### config.mk
export PLATFORM = sky130hd
export DESIGN_NAME = lin_break_tx
export DESIGN_NICKNAME = d
export VERILOG_FILES = /design/src/rtl/lin_tx_pkg.sv /design/src/rtl/lin_tx_datapath.sv /design/src/rtl/lin_tx_ctrl.sv /design/src/rtl/lin_break_tx.sv
export SDC_FILE = /design/constraint.sdc
export NUM_CORES = 1
export LEC_CHECK = 0
export BUFFER_PORTS_ARGS = -buffer_cell sky130_fd_sc_hd__buf_4
export CAP_MARGIN = 0
export CELL_PAD_IN_SITES_DETAIL_PLACEMENT = 2
export CELL_PAD_IN_SITES_GLOBAL_PLACEMENT = 2
export CORE_UTILIZATION = 36
export CTS_BUF_LIST = sky130_fd_sc_hd__clkbuf_8
export DETAILED_ROUTE_END_ITERATION = 10
export PLACE_DENSITY = 0.9
export SLEW_MARGIN = 20
export SYNTH_ARGS = -nofsm -noshare
export SYNTH_HDL_FRONTEND = slang
export SYNTH_SLANG_ARGS = --single-unit
### constraint.sdc
create_clock -name clk -period 1.85 [get_ports clk]
set_input_delay 0.185 -clock clk [delete_from_list [all_inputs] [get_ports clk]]
set_output_delay 0.185 -clock clk [all_outputs]
set_load 0.005 [all_outputs]
### src/rtl/lin_tx_pkg.sv
package lin_tx_pkg;
  // Strobes from control to datapath, one set per clock
  typedef struct packed {
    logic loadFrame;   // move buffer into shift register
    logic loadBreak;   // the frame being loaded is a break
    logic shiftBit;    // advance to next bit
  } txStb_t;
endpackage

### src/rtl/lin_tx_datapath.sv
module lin_tx_datapath
  import lin_tx_pkg::*;
#(
  parameter int DATA_W      = 8,
  parameter int BREAK_ZEROS = 12
) (
  input  logic              clk,
  input  logic              rstN,
  input  logic              wrStb,
  input  logic [DATA_W-1:0] wrData,
  input  txStb_t            stb,
  output logic              bufFull,
  output logic              serialBit
);
  localparam int SHIFT_W = BREAK_ZEROS + 2;
  localparam int PAD_W   = SHIFT_W - DATA_W - 2;

  logic [DATA_W-1:0]  bufData;
  logic [SHIFT_W-1:0] shiftReg;
  logic [SHIFT_W-1:0] normalVec;
  logic [SHIFT_W-1:0] breakVec;

  // Frame vectors, LSB goes out first
  generate
    if (PAD_W > 0) begin : g_pad
      assign normalVec = {{PAD_W{1'b1}}, 1'b1, bufData, 1'b0};
    end else begin : g_nopad
      assign normalVec = {1'b1, bufData, 1'b0};
    end
  endgenerate
  assign breakVec = {1'b1, {(SHIFT_W-1){1'b0}}};

  // Holding buffer
  always_ff @(posedge clk) begin
    if (!rstN) begin
      bufFull <= 1'b0;
      bufData <= '0;
    end else if (stb.loadFrame) begin
      bufFull <= 1'b0;
    end else if (wrStb && !bufFull) begin
      bufFull <= 1'b1;
      bufData <= wrData;
    end
  end

  // Shift register
  always_ff @(posedge clk) begin
    if (!rstN) begin
      shiftReg <= '1;
    end else if (stb.loadFrame) begin
      shiftReg <= stb.loadBreak ? breakVec : normalVec;
    end else if (stb.shiftBit) begin
      shiftReg <= {1'b1, shiftReg[SHIFT_W-1:1]};
    end
  end

  assign serialBit = shiftReg[0];

  assert_drop_full_R7: assert property (@(posedge clk) disable iff (!rstN)
    (wrStb && bufFull) |=> $stable(bufData));
  assert_empty_after_load_R6: assert property (@(posedge clk) disable iff (!rstN)
    stb.loadFrame |=> !bufFull);
endmodule

### src/rtl/lin_tx_ctrl.sv
module lin_tx_ctrl
  import lin_tx_pkg::*;
#(
  parameter int DATA_W      = 8,
  parameter int BREAK_ZEROS = 12
) (
  input  logic   clk,
  input  logic   rstN,
  input  logic   txEnable,
  input  logic   baudTick,
  input  logic   breakSet,
  input  logic   bufFull,
  output txStb_t stb,
  output logic   active,
  output logic   sendBreak
);
  localparam int SHIFT_W = BREAK_ZEROS + 2;
  localparam int CNT_W   = $clog2(SHIFT_W);
  localparam logic [CNT_W-1:0] NORM_LAST = CNT_W'(DATA_W + 1);
  localparam logic [CNT_W-1:0] BRK_LAST  = CNT_W'(SHIFT_W - 1);

  logic [CNT_W-1:0] bitCnt;
  logic             isBreak;
  logic             lastBit, frameEnd, breakDone, breakNow, load;

  assign lastBit   = active && (bitCnt == (isBreak ? BRK_LAST : NORM_LAST));
  assign frameEnd  = baudTick && lastBit;
  assign breakDone = frameEnd && isBreak;
  // the flag is clearing this very tick: a frame loaded now is normal
  assign breakNow  = sendBreak && !breakDone;
  assign load      = txEnable && baudTick && bufFull && (!active || lastBit);

  always_comb begin
    stb.loadFrame = load;
    stb.loadBreak = load && breakNow;
    stb.shiftBit  = baudTick && active && !lastBit;
  end

  always_ff @(posedge clk) begin
    if (!rstN) begin
      active  <= 1'b0;
      bitCnt  <= '0;
      isBreak <= 1'b0;
    end else if (!txEnable) begin
      active  <= 1'b0;
      bitCnt  <= '0;
    end else if (load) begin
      active  <= 1'b1;
      bitCnt  <= '0;
      isBreak <= breakNow;
    end else if (frameEnd) begin
      active  <= 1'b0;
    end else if (baudTick && active) begin
      bitCnt  <= bitCnt + 1'b1;
    end
  end

  always_ff @(posedge clk) begin
    if (!rstN)          sendBreak <= 1'b0;
    else if (breakSet)  sendBreak <= 1'b1;
    else if (breakDone) sendBreak <= 1'b0;
  end

  assert_idle_when_off_R9: assert property (@(posedge clk) disable iff (!rstN)
    !txEnable |=> !active);
  assert_break_clear_R5: assert property (@(posedge clk) disable iff (!rstN)
    $fell(sendBreak) |-> $past(isBreak && active && baudTick));
  assert_kind_stable_R4: assert property (@(posedge clk) disable iff (!rstN)
    (active && !load) |=> $stable(isBreak));
  assert_set_flag_R10: assert property (@(posedge clk) disable iff (!rstN)
    breakSet |=> sendBreak);
endmodule

### src/rtl/lin_break_tx.sv
module lin_break_tx
  import lin_tx_pkg::*;
#(
  parameter int DATA_W      = 8,
  parameter int BREAK_ZEROS = 12
) (
  input  logic              clk,
  input  logic              rstN,
  input  logic              txEnable,
  input  logic              baudTick,
  input  logic              breakSet,
  input  logic              wrStb,
  input  logic [DATA_W-1:0] wrData,
  output logic              txOut,
  output logic              bufEmpty,
  output logic              shiftEmpty,
  output logic              sendBreak
);
  txStb_t stb;
  logic   bufFull, serialBit, active;

  lin_tx_ctrl #(.DATA_W(DATA_W), .BREAK_ZEROS(BREAK_ZEROS)) uCtrl (
    .clk(clk), .rstN(rstN), .txEnable(txEnable), .baudTick(baudTick),
    .breakSet(breakSet), .bufFull(bufFull), .stb(stb), .active(active),
    .sendBreak(sendBreak)
  );

  lin_tx_datapath #(.DATA_W(DATA_W), .BREAK_ZEROS(BREAK_ZEROS)) uData (
    .clk(clk), .rstN(rstN), .wrStb(wrStb), .wrData(wrData), .stb(stb),
    .bufFull(bufFull), .serialBit(serialBit)
  );

  assign txOut      = txEnable ? (active ? serialBit : 1'b1) : 1'b1;
  assign bufEmpty   = !bufFull;
  assign shiftEmpty = !active;

  assert_line_idle_R9: assert property (@(posedge clk) disable iff (!rstN)
    !txEnable |-> txOut);
endmodule

* After elaboration in Yosys (flattened, before gate mapping)
Index checks and enable logic that the tools add are counted.
** Operators by class
- Add/subtract/negate cells :: 1
- Equality and inequality tests :: 1
- Mux-type cells :: 10
- Bitwise gates (word level) :: 4
- Reduce and logical (&&, ||, !) cells :: 25
** Operators with widths (count)
- $mux 14 :: 2
- $mux 13 :: 1
- $logic_and 1x1->1 :: 11
- $reduce_and 2->1 :: 4
- $mux 1 :: 6
- $reduce_bool 2->1 :: 3
- $add 4x1->4 const B :: 1
- $eq 4x4->1 :: 1
- $logic_not 1->1 :: 4
- $not 1->1 :: 4
- $mux 3 :: 1
- $reduce_or 3->1 :: 1
- $reduce_or 2->1 :: 1
- $logic_or 1x1->1 :: 1
** Storage, ports and cells
- Register bits after elaboration :: 30
- Input port bits :: 14
- Output and inout port bits :: 4
- Word-level logic and storage cells :: 48

* Depth between registers and ports, before layout
- Depth after elaboration :: 10
- Depth in mapped cells :: 7
- Gate-level depth less buffers :: 6

* Cells and area by module
A second synthesis with hierarchy kept.
** Unflattened totals
- Cell total of the unflattened synthesis :: 140
- Area, all modules :: 1361.3 um2
** Modules (own cells, without submodules)
- lin_tx_datapath :: times used 1, cells each 93, area an instance 957.2 um2, seq. area each 440.4 um2
- lin_tx_ctrl :: times used 1, cells each 44, area an instance 389.1 um2, seq. area each 140.1 um2
- lin_break_tx :: times used 1, cells each 3, area an instance 15.0 um2, seq. area each 0.0 um2

* Worst setup path after synthesis
Ideal clock, no wire load.
- Kind :: register to register
- Start :: reg uCtrl.bitCnt[1]
- End :: reg uData.shiftReg[1]
- Setup time :: 0.122 ns
- Arrival :: 1.506 ns
- Data required time :: 1.728 ns
- Slack :: 0.222 ns
- Cell stages (with the launch flop) :: 8
- Path buffers :: 1
- Clock period less this slack :: 1.628 ns
- Path through :: dfxtp_1 inv_1 ha_1 nand2_1 o21ai_0 and3_1 buf_6 a221o_1
** On the way
- Longest elaborated chain between the ends :: 9
- Elaborated cells between the ends (all ways) :: 14
- Those cells by class :: 1 x eq/ne; 2 x mux; 11 x reduce/logical
** RTL lines
- start, declared :: line lin_tx_ctrl.sv:22 : logic [CNT_W-1:0] bitCnt;
- start signal, assigned :: line lin_tx_ctrl.sv:54 : bitCnt <= bitCnt + 1'b1;
- $eq 4x4->1 * :: line lin_tx_ctrl.sv:26 : assign lastBit = active && (bitCnt == (isBreak ? BRK_LAST : NORM_LAST));
- $logic_and 1x1->1 * :: line lin_tx_ctrl.sv:26
- $logic_and 1x1->1 :: line lin_tx_ctrl.sv:27 : assign frameEnd = baudTick && lastBit;
- $logic_and 1x1->1 :: line lin_tx_ctrl.sv:28 : assign breakDone = frameEnd && isBreak;
- $logic_not 1->1 :: line lin_tx_ctrl.sv:30 : assign breakNow = sendBreak && !breakDone;
- $logic_and 1x1->1 :: line lin_tx_ctrl.sv:30
- $logic_and 1x1->1 :: line lin_tx_ctrl.sv:35 : stb.loadBreak = load && breakNow;
- $mux 13 :: line lin_tx_datapath.sv:51 : shiftReg <= stb.loadBreak ? breakVec : normalVec;
- $mux 14 :: line lin_tx_datapath.sv:50 : end else if (stb.loadFrame) begin
- end signal, assigned :: line lin_tx_datapath.sv:51
- end signal, assigned :: line lin_tx_datapath.sv:53 : shiftReg <= {1'b1, shiftReg[SHIFT_W-1:1]};
- end, declared :: line lin_tx_datapath.sv:19 : logic [SHIFT_W-1:0] shiftReg;
Every way passes the cells marked *; elsewhere a longest branch is shown, timed or not.
A chain may end at the register's enable or synchronous reset.

* Worst setup path after layout
- Start :: reg uCtrl.bitCnt[0]
- End :: reg uData.shiftReg[5]
Same word-level chain as after synthesis.

==> run summary <==
FF-to-FF setup slack: 130 ps
CP max FO: 9
worst hold stages: 3
Residual DRC: 0
# setup viols final: 0
Avg Synthesized Cell Area: 9.435 um^2
library cells used by synthesis: 34
Worst R2R Start: uCtrl.bitCnt[0]
fmax: 583.0 MHz
Core Area: 3363 um^2
Placed Cells: 199
Synth Warn #: 0
flops & latches, synth: 29
CTS tree: done
hold endpoint: uData.bufData[7]
area of the multi-input gates: 593.1 um^2
Num CTS Buffers: 5
Max clock buf depth: 2
Synth top cells by count: dfxtp_1, inv_1, o21ai_0
crit share post-route: 92.72%
clk slew on worst S/H paths: 60 ps
Die Y: 61.48 um
Synth Flop Type: dfxtp_1
worst-skew pair later-pin latency: 290 ps
share of post-route cells with drive strength above 1: 22.36%
R2R depth: 7
Ant. Diodes: 0
cells after synthesis: 135
via count: 1104
fin cells: 207
slew margin rel.: 69.69%
P per Cell Area: 836.7 nW/um^2
unrepaired setup endpoints after global routing: false
die span in x: 61.48 um
endpoint of the worst-slack reg-to-reg timing path: uData.shiftReg[5]
Layout fillers: 378
worst slew pin tran: 453.7 ps
post-CTS setup buffer count: 0
final WL: 3636 um
top cell type's share of synthesized area: 45.58%
RePlAce Congestion: 0.8005
CP Capture Type: flip-flop
largest net degree at the start of global routing: 15
register area: 580.6 um^2
starting density of the core: 37.87%
Layout area overhead: 22.69%
CTS Root Cell: clkbuf_8
hold wc startpoint: wrData[7]
Synth area leader: dfxtp_1
Total GRT Usage: 22.48%
Synth area leaders: dfxtp_1, a221o_1, mux2i_1
DRT antenna net count: 0
WP data arrival: 1890 ps
critical path class: flip-flop to flip-flop
initial detailed-routing violation count: 29
IO Port Bufs: 17
grt ovf: 0
Via density: 5.333
final max-slew violation count: 0
Seq/Total Area, Yosys: 45.58%
hold_buf cts: 0
clock sink total: 29
Final HPWL DP: 2698 um
Resized Gates After CTS: 0
HP Class: input port to flip-flop
DRT Pass-1 Iters: 4
most frequent cell after synthesis: dfxtp_1
outcome: finished, final reports clean
final hold vios: 0
Min Hold Slack: 140.8 ps
num ports: 18
htree depth: 2
number of flops mapped to enable cells by yosys: 0
number of global-route vias before repair: 1187
startpoint types: flip-flop
CP Data Required Time: 2020 ps
final worst slack: 134.8 ps
Max IR drop VDD: 0.0003902 V
Max Cap Viol: 0
syn nets: 151
Rows: 21
pre-CTS setup slack: 87.12 ps
first-pass GRT wire length: 5768 um
FFs w/ async S/R, synth: 0%
DR WL/cell: 17.57 um
Setup TNS: 0 ps
post-layout minimum cycle time: 1715 ps
initial antenna violation count: 0
nets: 176
mapped cell area: 1274 um^2
Leak: 0.7109 nW
skew final: 6.818 ps
die area: 3780 um^2
metal layers:
metal / track usage (%) / routed length, um / share of wire (%) / up-vias
met5: 0 / 0 / 0 / -
li1: - / - / - / 530
met3: 5.882 / 144 / 4.0 / 7
met1: 23.49 / 1456 / 40 / 533
met2: 40.86 / 1965 / 54 / 34
met4: 12.06 / 69 / 1.9 / 0
kinds of logic (layout without fill, tap and decap cells):
| group | after synthesis | after routing | share of synthesized area [%] |
|---|---|---|---|
| fa+ha+maj | 2 | 2 | 1.964 |
| mux | 8 | 8 | 6.287 |
| flops | 29 | 29 | 45.58 |
| xor+xnor | 4 | 4 | 3.341 |
| simple gates | 27 | 27 | 10.71 |
| compound gates | 41 | 41 | 24.17 |
| buf+inv | 24 | 50 | 7.956 |
worst max-delay path: stages (launching register included):
cell	delay (ps)
dfxtp_1	390
ha_1	200
nand2_1	90
buf_4	170
o211ai_1	160
buf_4	200
o21ai_0	110
a221o_1	270
how the worst max path moves through the flow:
stage	depth (start not counted)	endpoint	from	slack, ps
after global placement	5	uData.shiftReg[1]	uCtrl.bitCnt[0]	230
after global routing	7	uData.shiftReg[5]	uCtrl.bitCnt[0]	20
after floorplan	7	uData.shiftReg[1]	uCtrl.bitCnt[1]	220
after detailed placement	5	uData.shiftReg[8]	uCtrl.bitCnt[0]	90
after CTS	5	uData.shiftReg[7]	uCtrl.bitCnt[0]	40
final	7	uData.shiftReg[5]	uCtrl.bitCnt[0]	130
area by class of cell:
type / instances / share of cell area [%]
Sequential cell: 29 / 37.15
Inverter: 17 / 4.083
Clock buffer: 5 / 4.404
Multi-Input combinational cell: 82 / 37.95
Timing Repair Buffer: 25 / 12.01
Clock inverter: 3 / 0.7206
Tap cell: 46 / 3.683
per-stage QoR:
step | instance area, um^2 | utilization [%] | total power [mW]
floorplan | 1274 | - | 0.7642
global placement | 1481 | 44.05 | 0.8174
detailed placement | 1481 | 44.05 | 0.8300
CTS | 1562 | 46.43 | 1.322
global route | 1563 | 46.47 | 1.367
finish | 1563 | 46.47 | 1.308
sequential cells by signal (all words and copies together) (netlist names):
name and flops:
uCtrl.active 1, uCtrl.bitCnt 4, uCtrl.isBreak 1, uCtrl.sendBreak 1, uData.bufData 8, uData.bufFull 1
uData.shiftReg 13
report_power, final:
part | internal (mW) | leakage, nW | switching, mW | total, mW
combinational | 0.0685 | 0.422 | 0.0747 | 0.143
sequential | 0.654 | 0.237 | 0.0213 | 0.675
clock | 0.250 | 0.0519 | 0.239 | 0.489
layout by cell type (no fill, tap or decap), types with 2 or more instances in the layout:
cell,synthesis,final
xor2_1,3,3
inv_1,17,20
a32oi_1,3,3
nand3_1,2,2
nor3_1,2,2
buf_4,0,25
o21ai_0,14,13
a221o_1,8,8
nand2_1,3,3
o211ai_1,2,2
clkbuf_8,0,5
nand4_1,2,2
nor2b_1,2,2
dfxtp_1,29,29
nor2_1,11,11
a21oi_1,5,5
mux2i_1,8,8
ha_1,2,2
No activity file was read; power rests on OpenSTA's default activity.
